## src/rtl/conv_sync_pkg.sv

```systemverilog
package conv_sync_pkg;

    typedef enum logic [1:0] {
        SY_IDLE     = 2'd0,
        SY_PIN_HOLD = 2'd1,
        SY_CMD_HOLD = 2'd2,
        SY_RELEASE  = 2'd3
    } sync_state_e;

    typedef struct packed {
        sync_state_e state;
        logic        clr;
    } sync_regs_t;

endpackage

```

## src/rtl/sync_pin_edge.sv

```systemverilog
module sync_pin_edge #(
    parameter logic IDLE_LEVEL = 1'b1
) (
    input  logic clk,
    input  logic rst_n,
    input  logic pin,
    output logic fall,
    output logic level_high
);

    logic prev_d, prev_q;

    always_comb begin
        prev_d = pin;
    end

    always_ff @(posedge clk or negedge rst_n) begin
        if (!rst_n) prev_q <= IDLE_LEVEL;
        else        prev_q <= prev_d;
    end

    assign fall       = prev_q & ~pin;
    assign level_high = pin;

endmodule

```

## src/rtl/sync_seq_fsm.sv

```systemverilog
module sync_seq_fsm
    import conv_sync_pkg::*;
(
    input  logic        clk,
    input  logic        rst_n,
    input  logic        pin_fall,
    input  logic        pin_high,
    input  logic        cmd_last,
    input  logic        sclk_edge,
    output sync_state_e state,
    output logic        clr
);

    sync_regs_t r_d, r_q;

    always_comb begin
        r_d     = r_q;
        r_d.clr = 1'b0;
        unique case (r_q.state)
            SY_IDLE: begin
                if (pin_fall) begin
                    r_d.state = SY_PIN_HOLD;
                    r_d.clr   = 1'b1;
                end else if (cmd_last) begin
                    r_d.state = SY_CMD_HOLD;
                    r_d.clr   = 1'b1;
                end
            end
            SY_PIN_HOLD: begin
                if (pin_high) r_d.state = SY_RELEASE;
            end
            SY_CMD_HOLD: begin
                if (pin_fall) begin
                    r_d.state = SY_PIN_HOLD;
                    r_d.clr   = 1'b1;
                end else if (cmd_last) begin
                    r_d.state = SY_CMD_HOLD;
                    r_d.clr   = 1'b1;
                end else if (sclk_edge) begin
                    r_d.state = SY_RELEASE;
                end
            end
            SY_RELEASE: begin
                if (pin_fall) begin
                    r_d.state = SY_PIN_HOLD;
                    r_d.clr   = 1'b1;
                end else if (cmd_last) begin
                    r_d.state = SY_CMD_HOLD;
                    r_d.clr   = 1'b1;
                end else begin
                    r_d.state = SY_IDLE;
                end
            end
            default: r_d.state = SY_IDLE;
        endcase
    end

    always_ff @(posedge clk or negedge rst_n) begin
        if (!rst_n) begin
            r_q.state <= SY_IDLE;
            r_q.clr   <= 1'b0;
        end else begin
            r_q <= r_d;
        end
    end

    assign state = r_q.state;
    assign clr   = r_q.clr;

    AST_PIN_STAYS_HELD: assert property (@(posedge clk) disable iff (!rst_n)
        (r_q.state == SY_PIN_HOLD && !pin_high) |=> (r_q.state == SY_PIN_HOLD));

    AST_CMD_SCLK_RELEASE: assert property (@(posedge clk) disable iff (!rst_n)
        (r_q.state == SY_CMD_HOLD && sclk_edge && !pin_fall && !cmd_last)
        |=> (r_q.state == SY_RELEASE));

    AST_PIN_BEATS_CMD: assert property (@(posedge clk) disable iff (!rst_n)
        (r_q.state == SY_CMD_HOLD && pin_fall) |=> (r_q.state == SY_PIN_HOLD && clr));

endmodule

```

## src/rtl/sync_out_map.sv

```systemverilog
module sync_out_map
    import conv_sync_pkg::*;
(
    input  sync_state_e state,
    input  logic        clr_in,
    output logic        filt_clr,
    output logic        mod_rst,
    output logic        sync_done
);

    always_comb begin
        filt_clr  = clr_in;
        mod_rst   = (state != SY_IDLE);
        sync_done = (state == SY_RELEASE);
    end

endmodule

```

## src/rtl/conv_sync_ctrl.sv

```systemverilog
module conv_sync_ctrl
    import conv_sync_pkg::*;
#(
    parameter logic PIN_IDLE_LEVEL = 1'b1
) (
    input  logic clk,
    input  logic rst_n,
    input  logic sync_pin,
    input  logic cmd_last,
    input  logic sclk_edge,
    output logic filt_clr,
    output logic mod_rst,
    output logic sync_done
);

    logic        pin_fall;
    logic        pin_high;
    sync_state_e st;
    logic        clr_q;

    sync_pin_edge #(.IDLE_LEVEL(PIN_IDLE_LEVEL)) u_edge (
        .clk        (clk),
        .rst_n      (rst_n),
        .pin        (sync_pin),
        .fall       (pin_fall),
        .level_high (pin_high)
    );

    sync_seq_fsm u_fsm (
        .clk       (clk),
        .rst_n     (rst_n),
        .pin_fall  (pin_fall),
        .pin_high  (pin_high),
        .cmd_last  (cmd_last),
        .sclk_edge (sclk_edge),
        .state     (st),
        .clr       (clr_q)
    );

    sync_out_map u_out (
        .state     (st),
        .clr_in    (clr_q),
        .filt_clr  (filt_clr),
        .mod_rst   (mod_rst),
        .sync_done (sync_done)
    );

    AST_FALL_CLEARS: assert property (@(posedge clk) disable iff (!rst_n)
        $fell(sync_pin) |=> (filt_clr && mod_rst));

    AST_CLR_ONE_CYCLE: assert property (@(posedge clk) disable iff (!rst_n)
        (filt_clr && !$fell(sync_pin) && !cmd_last) |=> !filt_clr);

    AST_DONE_SINGLE: assert property (@(posedge clk) disable iff (!rst_n)
        sync_done |=> !sync_done);

    AST_DONE_HOLDS_RST: assert property (@(posedge clk) disable iff (!rst_n)
        sync_done |-> mod_rst);

endmodule

```

## config.mk

```make
export PLATFORM = sky130hd
export DESIGN_NAME = conv_sync_ctrl
export DESIGN_NICKNAME = d
export VERILOG_FILES = /design/src/rtl/conv_sync_pkg.sv /design/src/rtl/sync_pin_edge.sv /design/src/rtl/sync_seq_fsm.sv /design/src/rtl/sync_out_map.sv /design/src/rtl/conv_sync_ctrl.sv
export SDC_FILE = /design/constraint.sdc
export NUM_CORES = 1
export LEC_CHECK = 0
export ABC_CLOCK_PERIOD_IN_PS = 1030
export CORE_AREA = 4 4 41 43
export CTS_BUF_LIST = sky130_fd_sc_hd__clkbuf_16
export CTS_CLUSTER_DIAMETER = 150
export DETAILED_ROUTE_END_ITERATION = 8
export DIE_AREA = 0 0 45 47
export GPL_TIMING_DRIVEN = 0
export PLACE_DENSITY_LB_ADDON = 0.15
export SLEW_MARGIN = 20
export SYNTH_ARGS = -nofsm -noshare
export SYNTH_HDL_FRONTEND = slang
export SYNTH_SLANG_ARGS = --single-unit
```

## constraint.sdc

```tcl
create_clock -name clk -period 1.03 [get_ports clk]
set_input_delay 0.1545 -clock clk [delete_from_list [all_inputs] [get_ports clk]]
set_output_delay 0.1545 -clock clk [all_outputs]
set_load 0.01 [all_outputs]
```

## Yosys cells after proc, flatten, opt, wreduce, memory -nomap -nowiden

Cells that the tools add are included.

| cells by class | value |
|---|---|
| bitwise gates (word level) | 2 |
| equality and inequality tests | 6 |
| magnitude comparators | 0 |
| muxes and demuxes | 11 |
| shift-type cells | 0 |
| add/sub/neg operators | 0 |
| divide/modulo/power cells | 0 |
| $mul | 0 |
| reduce and logical (&&, ||, !) cells | 3 |

Operators by type and width:

| operator | number |
|---|---|
| $mux W3 | 4 |
| $mux W2 | 4 |
| $pmux W2 S4 | 1 |
| $eq A2 B2 Y1 const B | 2 |
| $ne A4 B4 Y1 const B | 1 |
| $ne A3 B3 Y1 const B | 1 |
| $pmux W1 S3 | 1 |
| $reduce_and A3 Y1 | 1 |
| $eq A2 B1 Y1 const B | 1 |
| $logic_not A2 Y1 | 1 |
| $ne A2 B2 Y1 const B | 1 |
| $reduce_bool A2 Y1 | 1 |
| $and A1 B1 Y1 | 1 |
| $mux W1 | 1 |
| $not A1 Y1 | 1 |

| word-level totals | value |
|---|---|
| input bits | 5 |
| bits in latches | 0 |
| bits in registers | 4 |
| word-level logic and storage cells | 25 |
| memories kept | 0 |
| memory bits (writable) | 0 |
| ROM bits | 0 |

## Logic depth before layout (Yosys ltp)

Gate-level depths: netlist (run 1).

| logic depth | value |
|---|---|
| depth in word-level cells | 4 |
| mapped depth | 2 |
| mapped depth without buffers | 2 |

## Modules after synthesis

From an unflattened synthesis (run 1), not the netlist that was laid out.

| second synthesis, totals | value |
|---|---|
| cells, all modules | 18 |
| area total of the unflattened synthesis | 203.9 µm² |

By module, submodules not included:

| module | seq. area each (µm²) | cells each | instances | area an instance (µm²) |
|---|---|---|---|---|
| sync_seq_fsm | 75.1 | 12 | 1 | 135.1 |
| sync_pin_edge | 26.3 | 3 | 1 | 47.5 |
| sync_out_map | 0.0 | 3 | 1 | 21.3 |

## Least setup slack after synthesis (run 1)

Ideal clock, no wire load.

| timing path | value |
|---|---|
| path kind | reg2reg |
| start | reg, netlist name u_fsm.state[1] |
| end | reg, netlist name u_fsm.state[1] |
| path buffers | 0 |
| slack | 0.010 ns |
| required time | 0.907 ns |
| stages on the path, launching flop included | 3 |
| clock period less this slack | 1.020 ns |
| library setup time | 0.123 ns |
| arrival | 0.897 ns |
| cell sequence | dfrtp_1 -> mux2_1 -> o221a_1 |

| between the ends | value |
|---|---|
| word-level cells in the longest chain between the ends | 3 |

Ends and longest elaborated chain:

| what | RTL line | RTL |
|---|---|---|
| $eq A2 B2 Y1 (tied with other cells) | sync_seq_fsm.sv:19 | `unique case (r_q.state)` |
| $ne A4 B4 Y1 (no line) (tied with other cells) | n/a |  |
| $reduce_and A3 Y1 (no line) | n/a |  |

Parallel ways exist; a longest one is shown, timed or not.
A chain may end at the register's enable or synchronous reset.

## Worst setup path after layout (run 1)

| timing path | value |
|---|---|
| start | reg, netlist name u_fsm.state[0] |
| end | out mod_rst |

| between the ends | value |
|---|---|
| word-level cells in the longest chain between the ends | 1 |

Ends and longest elaborated chain:

| what | RTL line | RTL |
|---|---|---|
| $reduce_bool A2 Y1 | sync_out_map.sv:13 | `mod_rst = (state != SY_IDLE);` |
| to (decl) | conv_sync_ctrl.sv:12 | `output logic mod_rst,` |

Every way passes these cells.

==> impl_metrics.env, run 1 <==
export IMPL_worstPathCellList="or2_1 -> buf_2"
export IMPL_drt_iter0_markers=0
export IMPL_report_final_hold_viol_count=0
export IMPL_cp_slowest_cell="dfrtp_1"
export IMPL_startpoint="u_fsm.state[0]"
export IMPL_min_period_over_period_pct=112
export IMPL_areaGrowthSynthToFinish_pct=109
export IMPL_cpPeakStageDelay_ns=0.38
export IMPL_cts_sinks=4
export IMPL_synth_avg_cell_area_um2=12.3
export IMPL_status="finished with violations"
export IMPL_grt_pass1_vias=191
export IMPL_crit_family="flip-flops"
export IMPL_cts_buffer_depth=2
export IMPL_clk_pin_slew_ns=0.03
export IMPL_ir_drop_mv=1.03
export IMPL_die_h_um=47
export IMPL_drive_gt1_share_pct=43.3
export IMPL_hold_worst_slack_ns=0.133
export IMPL_cts_root_buf="clkbuf_16"
export IMPL_setup_violations=3
export IMPL_cts_made_buffers=3
export IMPL_synthDistinctLibCells=12
export IMPL_worstHoldPathType="input pin to async pin"
export IMPL_dp_hpwl_um=320
export IMPL_synthCells=15
export IMPL_fp_row_count=13
export IMPL_maxCapViolCount=0
export IMPL_dpl_cell_area_um2=273
export IMPL_fin_area_um2=384
export IMPL_maxSlewViolCount=0
export IMPL_critPathRequiredTime_ns=0.88
export IMPL_final_common_cell="clkdlybuf4s50_1"
export IMPL_cp_start_kind="flop"
export IMPL_remaining_drc_errors=0
export IMPL_slew_limit_headroom_pct=87.6
export IMPL_highest_layer="met4"
export IMPL_core_mm2=0.00130
export IMPL_via_count=173
export IMPL_syn_area_um2=184
export IMPL_nets=36
export IMPL_worstReg2RegStart="u_fsm.state[1]"
export IMPL_htreeDepth=1
export IMPL_synth_seq_area_share_pct=55.1
export IMPL_dieWidth_um=45
export IMPL_crit_path_end_kind="output pin"
export IMPL_grt_setup_unrepaired="true"
export IMPL_syn_nets=20
export IMPL_power_leakage_nw=0.179
export IMPL_reg2reg_depth=3
export IMPL_viasPerCell=3.84
export IMPL_insertion_delay_ns=0.23
export IMPL_worstMarginPinSlew_ns=0.186
export IMPL_antenna_found_initial=0
export IMPL_fillers=150
export IMPL_ys_seq_elements=4
export IMPL_p_per_area_mw_per_mm2=2740
export IMPL_cts_tree="done"
export IMPL_first_pass_iters=1
export IMPL_r2r_slack_ns=-0.10
export IMPL_yosysWarnings=0
export IMPL_path_class="flop to output pin"
export IMPL_met3_length_um=26
export IMPL_grt_first_pass_wirelength_um=786
export IMPL_io_buffers=7
export IMPL_grt_overflow=0
export IMPL_dr_wl_met2_um=278
export IMPL_design_portCount=8
export IMPL_drt_antenna_violating_nets=0
export IMPL_ctsHoldBuffers=0
export IMPL_path_max_fanout=4
export IMPL_start_util_pct=14.1
export IMPL_wirelength_um=511
export IMPL_final_cell_mix="4 x clkdlybuf4s50_1, 3 x inv_1, 3 x clkbuf_16, 3 x buf_4, 3 x dfrtp_1"
export IMPL_clock_skew_final_ns=0.000198
export IMPL_grtUsageTotal_pct=6.67
export IMPL_path_buf_inv=1
export IMPL_wl_per_cell_um=11.4
export IMPL_fin_ws_ns=-0.123
export IMPL_wl_met1_um=161
export IMPL_clock_fmax_mhz=867
export IMPL_tns_ns=-0.294
export IMPL_insertedDiodeCount=0
export IMPL_grt_max_degree=6
export IMPL_violations="negative setup slack"
export IMPL_worst_ep_arrival_time_ns=1.00
export IMPL_r2r_end="u_fsm.state[1]"
export IMPL_dpl_worst_slack_ns=-0.257
export IMPL_gp_congestion=0.686
export IMPL_period_minus_slack_ns=1.15
export IMPL_die_area_mm2=0.00212
how the worst max path moves through the flow:
| stage | endpoint | depth (start not counted) |
|---|---|---|
| after floorplan | u_fsm.state[1] | 2 |
| after global placement | mod_rst | 2 |
| after detailed placement | mod_rst | 2 |
| after global routing | mod_rst | 2 |
| final | mod_rst | 2 |
| after CTS | mod_rst | 2 |
sequential cells by signal, indices dropped and copies added, names as in the netlist:
signal	flops
u_fsm.clr	1
u_edge.prev_q	1
u_fsm.state	2
cell usage after synthesis, drive strengths merged:
master / number / area [um^2]
and2: 1 / 7.51
nand4bb: 1 / 11.3
dfrtp: 3 / 75.1
dfstp: 1 / 26.3
a21oi: 1 / 5.00
inv: 2 / 7.51
or2: 1 / 6.26
mux2: 1 / 11.3
nand3b: 1 / 7.51
o221a: 1 / 11.3
and2b: 1 / 8.76
nand2b: 1 / 6.26
logic make-up after synthesis:
logic type	after synthesis	share of synthesized area, %
mux	1	6.12
flops	4	55.1
buf+inv	2	4.08
compound gates	2	8.84
simple gates	6	25.9
metal layers:
metal / vias to the layer above / track usage [%]
li1: 80 / -
met1: 85 / 4.61
met2: 4 / 8.76
met3: 4 / 4.60
met4: 0 / 12.3
met5: - / 0
per-stage QoR:
stage,total power (W),utilization [%],instances
final,0.00105,29.5,45
after global routing,0.00110,29.5,45
after CTS,0.00104,28.4,43
after detailed placement,0.000372,21.0,37
after global placement,0.000374,21.0,37
after floorplan,0.000286,-,15
what timing repair did:
| item | 4_1_cts | 5_1_grt |
|---|---|---|
| hold endpoints to repair | 0 | 0 |
| setup endpoints to repair | 4 | 4 |
| pin swaps | 2 | 1 |
| setup buffers | 2 | 2 |
| gates resized for setup | 12 | 0 |
area by class of cell:
class	instances	area [um^2]	area share, %
well taps	15	18.8	4.89
multi-input cells	9	78.8	20.5
repair buffers	11	98.8	25.7
clock inverters	1	3.75	0.977
flip-flops and latches	4	101	26.4
clock buffers	3	75.1	19.5
inverters	2	7.51	1.95
power by group:
| part | internal (W) | total, W | switching (W) |
|---|---|---|---|
| clock network | 0.000502 | 0.000622 | 0.000120 |
| logic | 0.000146 | 0.000222 | 0.0000758 |
| registers | 0.000188 | 0.000207 | 0.0000191 |
Note: power is estimated with default switching activity, not from simulation.
==> run 2, diff against run 1 <==
Settings changed: CAP_MARGIN from default to 30.
==> results of run 2 <==
The final DEF is identical to that of run 1; final timing and power are the same.
